File: config.mk
export PLATFORM = sky130hd
export DESIGN_NAME = wet_pulse_ctrl
export DESIGN_NICKNAME = d
export VERILOG_FILES = /design/src/rtl/wet_pkg.sv /design/src/rtl/wet_trigger.sv /design/src/rtl/wet_timer.sv /design/src/rtl/wet_code_sel.sv /design/src/rtl/wet_pulse_ctrl.sv
export SDC_FILE = /design/constraint.sdc
export NUM_CORES = 1
export LEC_CHECK = 0
export BUFFER_PORTS_ARGS = -buffer_cell sky130_fd_sc_hd__buf_2
export CORE_ASPECT_RATIO = 0.8
export CORE_MARGIN = 10
export CORE_UTILIZATION = 27
export CTS_CLUSTER_DIAMETER = 200
export DETAILED_ROUTE_END_ITERATION = 7
export PLACE_DENSITY_LB_ADDON = 0.25
export RECOVER_POWER = 50
export SLEW_MARGIN = 20
export SYNTH_ARGS = -nofsm -noshare
export SYNTH_HDL_FRONTEND = slang
export SYNTH_SLANG_ARGS = --single-unit
File: constraint.sdc
create_clock -name clk -period 4.1 [get_ports clk]
set_input_delay 0.82 -clock clk [delete_from_list [all_inputs] [get_ports clk]]
set_output_delay 0.82 -clock clk [all_outputs]
set_load 0.05 [all_outputs]
File: src/rtl/wet_pkg.sv
package wet_pkg;
  typedef enum logic {
    MODE_THRESHOLD = 1'b0,
    MODE_HIGH_IDLE = 1'b1
  } wet_mode_e;
endpackage

File: src/rtl/wet_trigger.sv
module wet_trigger #(
  parameter int CODE_W = 8
) (
  input  logic              clk,
  input  logic              rst_n,
  input  logic              sample_valid,
  input  logic [CODE_W-1:0] adc_code,
  input  logic [CODE_W-1:0] rise_thr,
  input  logic              allow,
  output logic              start,
  output logic              armed
);
  function automatic logic above_thr(input logic [CODE_W-1:0] code,
                                     input logic [CODE_W-1:0] thr);
    return code > thr;
  endfunction

  logic sample_above;
  assign sample_above = sample_valid && above_thr(adc_code, rise_thr);
  assign start        = allow && sample_above && armed;

  always_ff @(posedge clk or negedge rst_n) begin
    if (!rst_n) armed <= 1'b1;
    else if (sample_valid) armed <= !above_thr(adc_code, rise_thr);
  end

  // one edge gives one pulse: a start always leaves the trigger disarmed
  assert_disarm_after_start_R5: assert property (@(posedge clk) disable iff (!rst_n)
    start |=> !armed);
endmodule

File: src/rtl/wet_timer.sv
module wet_timer #(
  parameter int TIME_W = 16
) (
  input  logic              clk,
  input  logic              rst_n,
  input  logic              start,
  input  logic              cancel,
  input  logic              step_tick,
  input  logic [TIME_W-1:0] high_time,
  output logic              in_pulse
);
  localparam int CNT_W = TIME_W + 1;

  logic [CNT_W-1:0] ticks_done;

  function automatic logic phase_over(input logic [CNT_W-1:0] done,
                                      input logic [TIME_W-1:0] limit);
    return (done + 1'b1) >= {1'b0, limit};
  endfunction

  always_ff @(posedge clk or negedge rst_n) begin
    if (!rst_n) begin
      in_pulse   <= 1'b0;
      ticks_done <= '0;
    end else if (cancel) begin
      in_pulse   <= 1'b0;
    end else if (in_pulse) begin
      if (step_tick) begin
        ticks_done <= ticks_done + 1'b1;
        if (phase_over(ticks_done, high_time)) in_pulse <= 1'b0;
      end
    end else if (start) begin
      in_pulse   <= 1'b1;
      ticks_done <= '0;
    end
  end

  // cancel always wins over an ongoing or starting pulse
  assert_cancel_clears_R6: assert property (@(posedge clk) disable iff (!rst_n)
    cancel |=> !in_pulse);
endmodule

File: src/rtl/wet_code_sel.sv
module wet_code_sel #(
  parameter int CODE_W = 8
) (
  input  logic              enabled,
  input  logic              high_idle,
  input  logic              inhibit,
  input  logic              in_pulse,
  input  logic [CODE_W-1:0] high_code,
  input  logic [CODE_W-1:0] low_code,
  output logic [CODE_W-1:0] cur_code,
  output logic              pulse_active
);
  logic want_high;
  assign want_high = high_idle || in_pulse;

  always_comb begin
    cur_code     = '0;
    pulse_active = 1'b0;
    if (enabled) begin
      if (want_high && !inhibit) begin
        cur_code     = high_code;
        pulse_active = 1'b1;
      end else begin
        cur_code = low_code;
      end
    end
  end
endmodule

File: src/rtl/wet_pulse_ctrl.sv
module wet_pulse_ctrl #(
  parameter int          CODE_W     = 8,
  parameter int          TIME_W     = 16,
  parameter int          KEY_W      = 16,
  parameter logic [15:0] ENABLE_KEY = 16'hC000
) (
  input  logic              clk,
  input  logic              rst_n,
  input  logic [KEY_W-1:0]  enable_word,
  input  logic              mode_high_idle,
  input  logic              inhibit,
  input  logic              step_tick,
  input  logic              sample_valid,
  input  logic [CODE_W-1:0] adc_code,
  input  logic [CODE_W-1:0] rise_thr,
  input  logic [CODE_W-1:0] high_code,
  input  logic [CODE_W-1:0] low_code,
  input  logic [TIME_W-1:0] high_time,
  output logic [CODE_W-1:0] cur_code,
  output logic              pulse_active
);
  import wet_pkg::*;

  localparam logic [KEY_W-1:0] KEY = KEY_W'(ENABLE_KEY);

  wet_mode_e mode;
  logic enabled, cancel, allow, start, armed, in_pulse;

  assign mode    = wet_mode_e'(mode_high_idle);
  assign enabled = (enable_word == KEY);
  assign cancel  = !enabled || (mode == MODE_HIGH_IDLE) || inhibit;
  assign allow   = !cancel && !in_pulse && (high_time != '0);

  wet_trigger #(.CODE_W(CODE_W)) u_trig (
    .clk(clk), .rst_n(rst_n), .sample_valid(sample_valid),
    .adc_code(adc_code), .rise_thr(rise_thr), .allow(allow),
    .start(start), .armed(armed)
  );

  wet_timer #(.TIME_W(TIME_W)) u_timer (
    .clk(clk), .rst_n(rst_n), .start(start), .cancel(cancel),
    .step_tick(step_tick), .high_time(high_time), .in_pulse(in_pulse)
  );

  wet_code_sel #(.CODE_W(CODE_W)) u_sel (
    .enabled(enabled), .high_idle(mode == MODE_HIGH_IDLE), .inhibit(inhibit),
    .in_pulse(in_pulse), .high_code(high_code), .low_code(low_code),
    .cur_code(cur_code), .pulse_active(pulse_active)
  );

  assert_off_when_disabled_R1: assert property (@(posedge clk) disable iff (!rst_n)
    !enabled |-> (cur_code == '0) && !pulse_active);

  assert_start_gives_pulse_R3: assert property (@(posedge clk) disable iff (!rst_n)
    start |=> in_pulse);

  assert_inhibit_low_R6: assert property (@(posedge clk) disable iff (!rst_n)
    (enabled && inhibit) |-> (cur_code == low_code) && !pulse_active);

  assert_high_idle_R7: assert property (@(posedge clk) disable iff (!rst_n)
    (enabled && mode_high_idle && !inhibit) |-> (cur_code == high_code) && pulse_active);

  assert_mode_cancel_R9: assert property (@(posedge clk) disable iff (!rst_n)
    (!enabled || mode_high_idle) |=> !in_pulse);
endmodule

=== Word-level counts from Yosys, hierarchy flattened ===
Cells that the tools add are included.

* Reduce and logical (&&, ||, !) cells: 17
* Bitwise gates (word level): 1
* Equal/unequal tests: 2
* Add/sub/neg operators: 1
* $lt $le $gt $ge: 2
* Mux-type cells: 12

{| class="wikitable"
|+ Operators with widths
! cell !! count
|-
| 17-bit two-way mux || 3
|-
| 17-bit by 1-bit adder with 17-bit output (second input constant) || 1
|-
| 17-bit by 16-bit >= comparator with 1-bit output || 1
|-
| 16-bit == test (second input constant) || 1
|-
| 8-bit two-way mux || 2
|-
| 16-bit nonzero test || 1
|-
| 8-bit > comparator || 1
|-
| 1-bit two-way mux || 7
|-
| 1-bit logical AND || 6
|-
| 1-bit logical NOT || 5
|-
| 1-bit logical OR || 3
|-
| 3-bit AND reduction || 1
|-
| 2-bit != test (second input constant) || 1
|-
| 2-bit nonzero test || 1
|-
| 1-bit NOT || 1
|}

* Bits of input ports: 70
* Output and inout port bits: 9
* Word-level logic and storage cells: 38
* Flip-flop bits (word level): 19

=== Logic depth before layout (Yosys ltp) ===
* Depth in word-level cells: 12
* Depth in mapped cells: 13
* Depth with buffers taken out: 12

=== Modules after synthesis ===
A second synthesis with hierarchy kept.

* Cell total of the unflattened synthesis: 245
* Area total of the unflattened synthesis: 2014.4 um^2

{| class="wikitable"
|+ Modules (own cells, without submodules)
! module !! instances !! area an instance (um^2) !! cells an instance !! seq. area each (um^2)
|-
| wet_timer || 1 || 1477.7 || 171 || 450.4
|-
| wet_trigger || 1 || 245.2 || 32 || 26.3
|-
| wet_code_sel || 1 || 183.9 || 29 || 0.0
|-
| wet_pulse_ctrl || 1 || 107.6 || 13 || 0.0
|}

=== Worst setup path after synthesis ===
No wires, ideal clock.

* Path kind: input -> output
* Start point: input port enable_word[10]
* End point: output port cur_code[0]
* Cell stages on the path: 4
* Path slack: 0.998 ns
* Arrival time: 2.282 ns
* Required time: 3.280 ns
* Path buffers: 1
* Cells stage by stage: nor4b_1 > nand4_1 > clkbuf_1 > a21oi_1

* Cells in the longest elaborated chain, start to end: 2

{| class="wikitable"
|+ RTL lines
! what !! line !! RTL
|-
| start: declaration || wet_pulse_ctrl.sv:9 || <nowiki>input logic [KEY_W-1:0] enable_word,</nowiki>
|-
| 16-bit == test || wet_pulse_ctrl.sv:30 || <nowiki>assign enabled = (enable_word == KEY);</nowiki>
|-
| 8-bit two-way mux || wet_code_sel.sv:19 || <nowiki>if (enabled) begin</nowiki>
|-
| end: declaration || wet_pulse_ctrl.sv:19 || <nowiki>output logic [CODE_W-1:0] cur_code,</nowiki>
|}

No other way between the ends.

=== Final worst setup path ===
* Start point: register u_timer.ticks_done[0]
* End point: register u_timer.in_pulse

* Cells in the longest elaborated chain, start to end: 6

{| class="wikitable"
|+ RTL lines
! what !! line !! RTL
|-
| start: declaration || wet_timer.sv:14 || <nowiki>logic [CNT_W-1:0] ticks_done;</nowiki>
|-
| start signal: assignment || wet_timer.sv:29 || <nowiki>ticks_done <= ticks_done + 1'b1;</nowiki>
|-
| 17-bit by 1-bit adder with 17-bit output || wet_timer.sv:18 || <nowiki>return (done + 1'b1) >= {1'b0, limit};</nowiki>
|-
| 17-bit by 16-bit >= comparator with 1-bit output || wet_timer.sv:18 ||
|-
| 1-bit two-way mux || wet_timer.sv:30 || <nowiki>if (phase_over(ticks_done, high_time)) in_pulse <= 1'b0;</nowiki>
|-
| 1-bit two-way mux || wet_timer.sv:28 || <nowiki>if (step_tick) begin</nowiki>
|-
| 1-bit two-way mux || wet_timer.sv:27 || <nowiki>end else if (in_pulse) begin</nowiki>
|-
| 1-bit two-way mux || wet_timer.sv:25 || <nowiki>end else if (cancel) begin</nowiki>
|-
| end signal: assignment || wet_timer.sv:26 || <nowiki>in_pulse <= 1'b0;</nowiki>
|-
| end signal: assignment || wet_timer.sv:30 ||
|-
| end signal: assignment || wet_timer.sv:33 || <nowiki>in_pulse <= 1'b1;</nowiki>
|-
| end: declaration || wet_timer.sv:10 || <nowiki>output logic in_pulse</nowiki>
|}

No other way between the ends.
A chain may end at the register's enable or synchronous reset.

==> flow_summary.ini <==
[clock_network]
clockBufferDepth = 2
ctsResizeCount = 0
cts_root_buffer = clkbuf_8
holdBufCountCts = 0
cts_sinks = 19
cts_setup_buffers = 0
cts_tree = built
insertion_delay_ps = 260
htreeDepth = 1
clkTransAtPathRegs_ps = 70
cts_buffers = 3

[timing]
hold_viol = 0
layout_min_cycle_time_ps = 3250
slew_viol_final = 0
fin_skew_ps = 1.35
setup_ws_ps = 848
worst_slew_pin_slew_ps = 1440
maxSlewHeadroom = 0.0425
finalSetupViolations = 0
fin_crit_sh = 0.793
rsz0062_at_grt = no
setup_tns_ps = 0
fmax_mhz = 308

[global_routing]
met2_usage = 0.176
antenna_found_initial = 0
grt_max_degree = 20
met1_usage = 0.151
grtUsageTotal = 0.111
use_met3 = 0.0274
grt_pass1_wl_mm = 10.0
grt.busiest_layer = met2
grt_pass1_vias = 2027
grt_overflow = 0

[synth]
synth_cell_types = 45
avgSynthCellArea_um2 = 7.88
netlist_instances = 248
async_flop_share = 1.00
syn_area_um2 = 1950
synthTopCellsByCount = 27 x nand2_1, 25 x ha_1, 25 x inv_1, 18 x dfrtp_1, 17 x nor2_1
synth_fp_nets = 343
synth-seq-area-share = 0.244
synth_seq_cells = 19
ys_warn_count = 0
synth_top_area_cell = dfrtp_1
synth_top_area_frac = 0.230
ys_top_cells_by_area = dfrtp_1 23%, ha_1 16%, nand2_1 5.2%
synth_edf_count = 0
yosysMostFrequentCell = nand2_1
synth_flop_cell = dfrtp_1

[placed_design]
gp_congestion = 0.795
hpwl_mm = 5.19
preCtsSetupSlack_ps = 855
io_buffers = 78

[job]
maxCapViolCount = 0

[route]
ant_nets = 0
drc = 0
drt-initial-drc-count = 125
routed_wl_mm = 6.11
wl_per_cell_um = 14.9
vias = 2003
viasPerCell = 4.89
first_pass_iters = 4

[cells_and_area]
fin_nets = 419
diodes = 0
drive_gt1_frac = 0.282
final-seq-area_um2 = 477
multiInputGateArea_um2 = 1340
synthToLayoutAreaGrowth_pct = 25.9
nFillCells = 744

[floorplanning]
rows = 27
core-area_um2 = 6960
ios = 79
die_w_um = 115
die_h_um = 96.1
start_util = 0.281
die_area_um2 = 11100

[setup_path]
crit_path_cell_trace = ha_1 -> nand2_1 -> nor4_1 -> xor2_1 -> ha_1 -> a211oi_1 -> o21ai_0 -> and2_1 -> o41ai_1 -> nand2_1 -> a211oi_1
crit_path_max_fanout = 6
path_buf_inv = 0
critical_path_class = register to register
crit_slowest_cell = nor4_1
crit_path_end_kind = register
critical_path.top_delay_family = simple AND/OR/NAND/NOR gates
slowest_delay_ps = 560
cp_data_required_time_ps = 4270
cp.arrival_ps = 3420
critPathLaunchType = register

[min_path]
hold_path.class = register to register

[power]
ir_drop_v = 0.000138
p_per_area_nw_per_um2 = 169
leakagePower_nw = 1.29

[run_status]
status = finished clean
[logic make-up after synthesis]
family          after synthesis  share of synthesized area
compound gates               63                      0.211
xor+xnor                     15                     0.0672
fa+ha+maj                    25                      0.160
buf+inv                      33                     0.0691
flops                        19                      0.244
simple gates                 93                      0.249
[worst reg2reg max path, delay by kind of cell, from the launching register on]
| kind | cells | cell delay, ps |
|---|---|---|
| compound gates | 4 | 920 |
| xor+xnor | 1 | 140 |
| fa+ha+maj | 2 | 660 |
| flops | 1 | 440 |
| simple gates | 4 | 1000 |
[final timing paths]
kind	from	end	slack [ps]	depth (start not counted)
max	u_timer.ticks_done[0]	u_timer.in_pulse	850	11
min	u_trig.armed	u_trig.armed	490	2
max reg2reg	u_timer.ticks_done[0]	u_timer.in_pulse	850	11
min reg2reg	u_trig.armed	u_trig.armed	490	2
max in group asynchronous	rst_n	u_timer.in_pulse	2690	1
min in group asynchronous	rst_n	u_timer.ticks_done[9]	750	1
[flip-flops by register name (all words and copies together) (netlist names)]
| name | count |
|---|---|
| u_timer.ticks_done | 17 |
| u_trig.armed | 1 |
| u_timer.in_pulse | 1 |
[layer usage]
metal	part of all wire	wire length, um
met5	0	0
met4	0.0065	40
met3	0.063	384
met2	0.44	2680
met1	0.49	3000
[cells in the final DEF (no fill, tap or decap), types with 2 or more instances in the layout]
master | synthesis | final
dfrtp_1 | 18 | 18
nor4b_1 | 2 | 2
buf_2 | 3 | 77
a21oi_1 | 13 | 14
nor3_1 | 2 | 2
or2_2 | 2 | 2
clkbuf_8 | 0 | 3
nor4_1 | 8 | 8
and2_1 | 3 | 3
nand3_1 | 11 | 11
nand2_1 | 27 | 27
o21ai_0 | 16 | 16
xnor2_1 | 9 | 9
inv_1 | 25 | 25
o21ai_1 | 6 | 6
xor2_1 | 6 | 6
a31oi_1 | 2 | 2
clkbuf_1 | 4 | 2
nor2_1 | 17 | 17
ha_1 | 25 | 25
a211oi_1 | 4 | 4
o41ai_1 | 2 | 2
o31ai_1 | 4 | 4
a22o_1 | 6 | 6
nand4_1 | 11 | 11
nor3_2 | 2 | 2
[stage by stage]
stage	instance area, um2	instances	total power, mW	util	hold slack, ps
after CTS	2460	410	0.423	0.354	497
after detailed placement	2420	406	0.285	0.348	483
after global placement	2420	406	0.283	0.348	489
after floorplan	1950	248	0.236	-	467
after global routing	2460	410	0.445	0.353	509
final	2460	410	0.417	0.353	494
[where the power goes]
group | total [mW] | switching (mW) | internal (mW)
registers | 0.191 | 0.000774 | 0.190
clock network | 0.137 | 0.0674 | 0.0693
logic | 0.0894 | 0.0446 | 0.0448
total | 0.417 | 0.113 | 0.304
[area by class of cell]
class | instances | area share
inverters | 25 | 0.0381
multi-input cells | 196 | 0.544
flip-flops and latches | 19 | 0.194
clock buffers | 4 | 0.0183
repair buffers | 79 | 0.161
well taps | 87 | 0.0443
No activity file was read; power rests on OpenSTA's default activity.
